--- config.mk ---
export PLATFORM = sky130hd
export DESIGN_NAME = spec_alias_unit
export DESIGN_NICKNAME = d
export VERILOG_FILES = /design/src/rtl/spec_alias_pkg.sv /design/src/rtl/alias_region_table.sv /design/src/rtl/alias_overlap_array.sv /design/src/rtl/spec_alias_unit.sv
export SDC_FILE = /design/constraint.sdc
export NUM_CORES = 1
export LEC_CHECK = 0
export ABC_AREA = 1
export BUFFER_PORTS_ARGS = -buffer_cell sky130_fd_sc_hd__clkbuf_2
export CAP_MARGIN = 20
export CORE_MARGIN = 1
export CORE_UTILIZATION = 40
export CTS_CLUSTER_DIAMETER = 50
export DETAILED_ROUTE_END_ITERATION = 16
export HOLD_SLACK_MARGIN = 0.15
export PLACE_DENSITY = 0.66
export SYNTH_ARGS = -nofsm -noshare
export SYNTH_HDL_FRONTEND = slang
export SYNTH_SLANG_ARGS = --single-unit
export TNS_END_PERCENT = 10
--- constraint.sdc ---
create_clock -name clk -period 4.37 [get_ports clk]
set_input_delay 0.437 -clock clk [delete_from_list [all_inputs] [get_ports clk]]
set_output_delay 0.437 -clock clk [all_outputs]
set_load 0.005 [all_outputs]
--- src/rtl/spec_alias_pkg.sv ---
package spec_alias_pkg;
    parameter int unsigned ADDR_W  = 32;
    parameter int unsigned NUM_ENT = 8;
    localparam int unsigned IDX_W  = $clog2(NUM_ENT);
    localparam int unsigned EXT_W  = ADDR_W + 1;

    typedef logic [1:0] size_code_t;

    typedef struct packed {
        logic              valid;
        logic [ADDR_W-1:0] base;
        size_code_t        sz;
    } region_t;

    typedef struct packed {
        logic              valid;
        logic [ADDR_W-1:0] addr;
        size_code_t        sz;
        logic [NUM_ENT-1:0] mask;
    } store_chk_t;

    function automatic logic [EXT_W-1:0] span_end(logic [ADDR_W-1:0] a, size_code_t c);
        logic [EXT_W-1:0] len;
        len = EXT_W'(1) << c;
        return {1'b0, a} + len;
    endfunction

    function automatic logic ranges_meet(logic [ADDR_W-1:0] a, size_code_t ac,
                                         logic [ADDR_W-1:0] b, size_code_t bc);
        return ({1'b0, a} < span_end(b, bc)) && ({1'b0, b} < span_end(a, ac));
    endfunction
endpackage

--- src/rtl/alias_region_table.sv ---
module alias_region_table
    import spec_alias_pkg::*;
(
    input  logic              clk,
    input  logic              rst,
    input  logic              wr_en,
    input  logic [IDX_W-1:0]  wr_idx,
    input  logic [ADDR_W-1:0] wr_addr,
    input  size_code_t        wr_sz,
    input  logic              flush,
    output region_t           regions [NUM_ENT]
);
    region_t tbl_q [NUM_ENT];

    for (genvar g = 0; g < NUM_ENT; g++) begin : g_slot
        always_ff @(posedge clk) begin
            if (rst || flush) begin
                tbl_q[g] <= '0;
            end else if (wr_en && (wr_idx == IDX_W'(g))) begin
                tbl_q[g].valid <= 1'b1;
                tbl_q[g].base  <= wr_addr;
                tbl_q[g].sz    <= wr_sz;
            end
        end
        assign regions[g] = tbl_q[g];
    end
endmodule

--- src/rtl/alias_overlap_array.sv ---
module alias_overlap_array
    import spec_alias_pkg::*;
(
    input  region_t            regions [NUM_ENT],
    input  store_chk_t         req,
    output logic [NUM_ENT-1:0] hit_vec
);
    for (genvar g = 0; g < NUM_ENT; g++) begin : g_cmp
        always_comb begin
            hit_vec[g] = req.valid && req.mask[g] && regions[g].valid &&
                         ranges_meet(req.addr, req.sz, regions[g].base, regions[g].sz);
        end
    end
endmodule

--- src/rtl/spec_alias_unit.sv ---
module spec_alias_unit
    import spec_alias_pkg::*;
(
    input  logic               clk,
    input  logic               rst,
    input  logic               prot_valid,
    input  logic [IDX_W-1:0]   prot_idx,
    input  logic [ADDR_W-1:0]  prot_addr,
    input  logic [1:0]         prot_size,
    input  logic               chk_valid,
    input  logic [ADDR_W-1:0]  chk_addr,
    input  logic [1:0]         chk_size,
    input  logic [NUM_ENT-1:0] chk_mask,
    input  logic               commit,
    input  logic               rollback,
    output logic               alias_exc
);
    region_t            regions [NUM_ENT];
    store_chk_t         req;
    logic [NUM_ENT-1:0] hit_vec;
    logic               exc_q;

    assign req = '{valid: chk_valid, addr: chk_addr, sz: chk_size, mask: chk_mask};

    alias_region_table u_table (
        .clk     (clk),
        .rst     (rst),
        .wr_en   (prot_valid),
        .wr_idx  (prot_idx),
        .wr_addr (prot_addr),
        .wr_sz   (prot_size),
        .flush   (commit | rollback),
        .regions (regions)
    );

    alias_overlap_array u_cmp (
        .regions (regions),
        .req     (req),
        .hit_vec (hit_vec)
    );

    always_ff @(posedge clk) begin
        if (rst) exc_q <= 1'b0;
        else     exc_q <= |hit_vec;
    end

    assign alias_exc = exc_q;
endmodule

==> results.md <==
Run status:
- The flow ran to the end, and the final reports show no timing, DRC or antenna violations.

Yosys:
- By area, the combinational part of the netlist is dominated by simple AND/OR/NAND/NOR gates.
- By area the synthesized netlist is led by sky130_fd_sc_hd__edfxtp_1, sky130_fd_sc_hd__ha_1, sky130_fd_sc_hd__nand2_1.
- The synthesized design contains 279 enable-type register cells.
- After synthesis the netlist holds a flip-flop and latch count of 281.
- The synthesized-area fraction occupied by ao, oa, aoi and oai cells is 6.32%.
- Of all cell types, the one taking the most synthesized area is sky130_fd_sc_hd__edfxtp_1.
- The post-synthesis area per instance is 7.88 µm².
- Counting every net in the synthesized netlist gives 4,283.
- The adder-cell area share of the yosys netlist is 23.7%.
- Among all flip-flop cells after synthesis, the most frequent one is sky130_fd_sc_hd__edfxtp_1.
- The part of the Yosys area used for sequential elements is 29.2%.
- Summing every instance area after synthesis gives 28,800 µm².
- The synthesized netlist cell count is 3,657.
- The portion of synthesized area spent on multiplexers is 0%.
- The fraction of synthesized cell area taken by the top area cell type is 29.1%.
- The share of flip-flops with an asynchronous set or reset after synthesis is 0%.
- The post-synthesis xor/xnor area fraction is 7.60%.
- The number of warnings printed during yosys synthesis is 0.
- The count of different cell masters after synthesis is 49.
- The simple-gate share of the synthesized area is 27.9%.

Job:
- The total of max-cap violations is 0.

Global routing:
- The initial antenna violation count is 0.
- After global routing the overflow that remains totals 0.
- Across every metal layer, demand over resource in global routing totals 23.2%.
- The maximum number of pins on one net before global-route repair is 36.
- The wire length of the first global-routing pass is 131 mm.
- The via count of the first global-routing pass is 24,400.

Pwr:
- The power density normalized to cell area is 252 nW/µm².
- For this design the static power due to leakage is 14.6 nW.
- The worst supply voltage drop on vdd is 211 µV.
- The total power is 8.09 mW.

Placement:
- The placed cell count is 4,728.
- OpenSTA, run right after detailed placement, puts the worst setup slack at -0.237 ns.
- The placement-stage cell area is 30,800 µm².
- The congestion estimate from routability-driven global placement came to 0.937.
- The total half-perimeter wirelength after legalization and detailed placement is 70.2 mm.
- Input and output buffers added on the ports amount to 85.

Min path:
- The worst hold path belongs to the class primary input to flip-flop.
- The launch point of the worst hold path is prot_addr[29].
- For hold timing, the worst endpoint is u_table.tbl_q[1][66]$_SDFFCE_PN0P_.
- The worst hold path stage count is 3.

Critical path:
- For this run, the slowest stage of the critical path takes 0.58 ns.
- The destination of the worst register-to-register timing path is alias_exc$_SDFF_PP0_.
- The critical path's slowest cell is sky130_fd_sc_hd__xor2_2.
- The critical path class is primary input to flip-flop.
- In this run the register-to-register setup slack is 0.59 ns.
- The type of element capturing the critical path is a flip-flop.
- The launching point of the worst reg2reg path is u_table.tbl_q[0][106]$_SDFFCE_PN0P_.
- The required arrival time at the worst endpoint is 4.87 ns.
- Data arrives at the worst endpoint at 4.40 ns.
- Of all nets on the critical path, the largest fanout is 8.
- The depth of the most critical reg-to-reg path is 23.
- The worst setup path is launched from a primary input.

Cells and area:
- The repair_antennas step left the layout with diodes totalling 0.
- The post-route netlist has 8.91% of its cells at a drive strength greater than 1.
- The combined flip-flop and latch cell area is 8420 µm².
- After routing the design area is 32,100 µm².
- The top cell types in the final layout, fill and taps aside, are sky130_fd_sc_hd__nand2_1, sky130_fd_sc_hd__nor2_1, sky130_fd_sc_hd__ha_1, sky130_fd_sc_hd__inv_1, sky130_fd_sc_hd__edfxtp_1.
- The final layout contains 4,445 nets.
- The leading cell type in the layout, fill and taps excluded is sky130_fd_sc_hd__nand2_1.
- The area added between synthesis and finish is 11.5%.
- Once layout is complete, the utilization of the core stands at 45.0%.
- The non-filler instance count after layout is 4,798.
- In the final layout, the multi-input gates occupy 18,900 µm².
- Counting the fill cells in the layout gives 7,184.

STA:
- For the pin with the worst max-slew slack, the measured transition is 1.16 ns.
- After routing, the total negative slack on setup checks comes to 0 ns.
- The shortest clock period the worst path allows after layout is 3.89 ns.
- Setup violations remaining at the end of the flow were counted as 0.
- Setup repair after global routing left no endpoint under its margin.
- The final cycle utilization of the critical path is 89.1%.
- The final-report max-slew violation count is 0.
- For this run, the top clock speed supported by timing is 257 MHz.
- The final-layout worst hold slack is 0.372 ns.
- The number of endpoints with negative hold slack in the final report is 0.
- Setup slack on the critical path of the routed design comes to 0.476 ns.
- The final clock skew is 0.0187 ns.
- The relative slew slack is 22.1%.

Detailed routing:
- The number of search-and-repair iterations in the first detailed-routing pass is 5.
- After detailed routing, the number of remaining DRC violations is 0.
- The mean number of vias per cell is 5.25.
- The via count is 25,200.
- The routed wire length is 85.0 mm.
- Dividing the detail-routed wire length by the instance count gives 17.7 µm.
- Once detail routing completed, the nets flagged for antenna violations numbered 0.
- The count of routing violations after the opening detailed-route iteration is 1,752.

Clock tree:
- For this design, the sink count on the clock tree is 281.
- Clock latency on the worst-skew pair, taken at its later pin, is 0.56 ns.
- The clock tree root driver cell is sky130_fd_sc_hd__clkbuf_16.
- The clock input transition at the sequential cells of the worst setup and hold paths is 0.06 ns.
- The count of buffers added by post-CTS timing repair for setup is 0.
- TritonCTS created 38 clock buffers.
- The CTS tree is yes.
- The H-tree was split into 2 levels.
- The buffer levels on the longest clock path is 3.

Floorplan:
- The count of pins on the block boundary is 86.
- The die is 270 µm tall.
- The floorplan has 98 rows.
- The initial cell density of the core is 40.4%.
- The die width is 270 µm.
- The core area is 71,400 µm².
- The die covers 73,100 µm².
[worst max path at each step]
| stage | endpoint | from | depth (start not counted) | slack, ns |
|---|---|---|---|---|
| 4_1_cts | alias_exc$_SDFF_PP0_ | chk_size[1] | 26 | 0.33 |
| 3_3_place_gp | alias_exc$_SDFF_PP0_ | chk_size[1] | 26 | -0.13 |
| 5_1_grt | alias_exc$_SDFF_PP0_ | chk_size[1] | 26 | 0.20 |
| 2_1_floorplan | u_table.tbl_q[1][0]$_DFFE_PP_ | prot_idx[1] | 3 | 0.86 |
| 3_5_place_dp | alias_exc$_SDFF_PP0_ | chk_size[1] | 26 | -0.24 |
| 6_report | alias_exc$_SDFF_PP0_ | chk_size[1] | 26 | 0.48 |
[worst max-delay path, delay by kind of cell]
family | cells | cell delay, ns
XOR/XNOR | 1 | 0.58
adder cells (fa/ha/maj) | 3 | 0.79
AND/OR/NAND/NOR | 16 | 1.96
buffers and inverters | 3 | 0.28
AO/OA/AOI/OAI | 3 | 0.35
[sequential cells by signal (all words and copies together) (netlist names)]
| register | flops |
|---|---|
| u_table.tbl_q | 280 |
| alias_exc | 1 |
[cells by family after synthesis]
logic type,count (synthesis)
adders and majority gates,541
and+or+nand+nor,1859
xor gates and xnor gates,250
AOI/OAI and AO/OA,331
buffers and inverters,395
DFF,281
[routing by layer]
layer  global-route usage, %  part of all wire (%)
met1                    31.1                    45
met2                    39.0                    46
met3                    2.82                   6.2
met4                    6.36                   2.6
met5                       0                     0
[Yosys cell counts, types with 9 or more instances]
master                     instances
sky130_fd_sc_hd__nand2_1         819
sky130_fd_sc_hd__nor2_1          611
sky130_fd_sc_hd__ha_1            532
sky130_fd_sc_hd__inv_1           347
sky130_fd_sc_hd__edfxtp_1        279
sky130_fd_sc_hd__a21oi_1         208
sky130_fd_sc_hd__nand3_1         165
sky130_fd_sc_hd__xor2_1          163
sky130_fd_sc_hd__xnor2_1          87
sky130_fd_sc_hd__nor3_1           79
sky130_fd_sc_hd__nand4_1          61
sky130_fd_sc_hd__o21ai_0          60
sky130_fd_sc_hd__nor2_2           25
sky130_fd_sc_hd__clkbuf_1         24
sky130_fd_sc_hd__inv_2            21
sky130_fd_sc_hd__nand2_2          18
sky130_fd_sc_hd__a21o_1           17
sky130_fd_sc_hd__nor3_2           17
sky130_fd_sc_hd__o21bai_1         17
sky130_fd_sc_hd__o21a_1           13
sky130_fd_sc_hd__nor4_1           12
sky130_fd_sc_hd__nor2_4           11
sky130_fd_sc_hd__fa_1              9
[power by group]
part           total [mW]  internal [mW]  leakage [nW]  switching [mW]
sequential           3.23           3.07          3.26           0.160
clock                3.31           2.02         0.645            1.30
combinational        1.55          0.576          10.7           0.973
[timing repair]
item                                    4_1_cts  5_1_grt
hold buffers                                  1        0
endpoints found under the setup margin        0        1
resized for setup                             0        1
hold endpoints to repair                      1        0
[area by class of cell]
class | count | area share [%]
repair buffers | 148 | 2.80
flip-flops and latches | 281 | 26.2
inverters | 369 | 4.31
well taps | 950 | 3.70
clock inverters | 26 | 0.927
clock buffers | 43 | 3.22
multi-input cells | 2981 | 58.8
(Power assumes the default switching activity.)
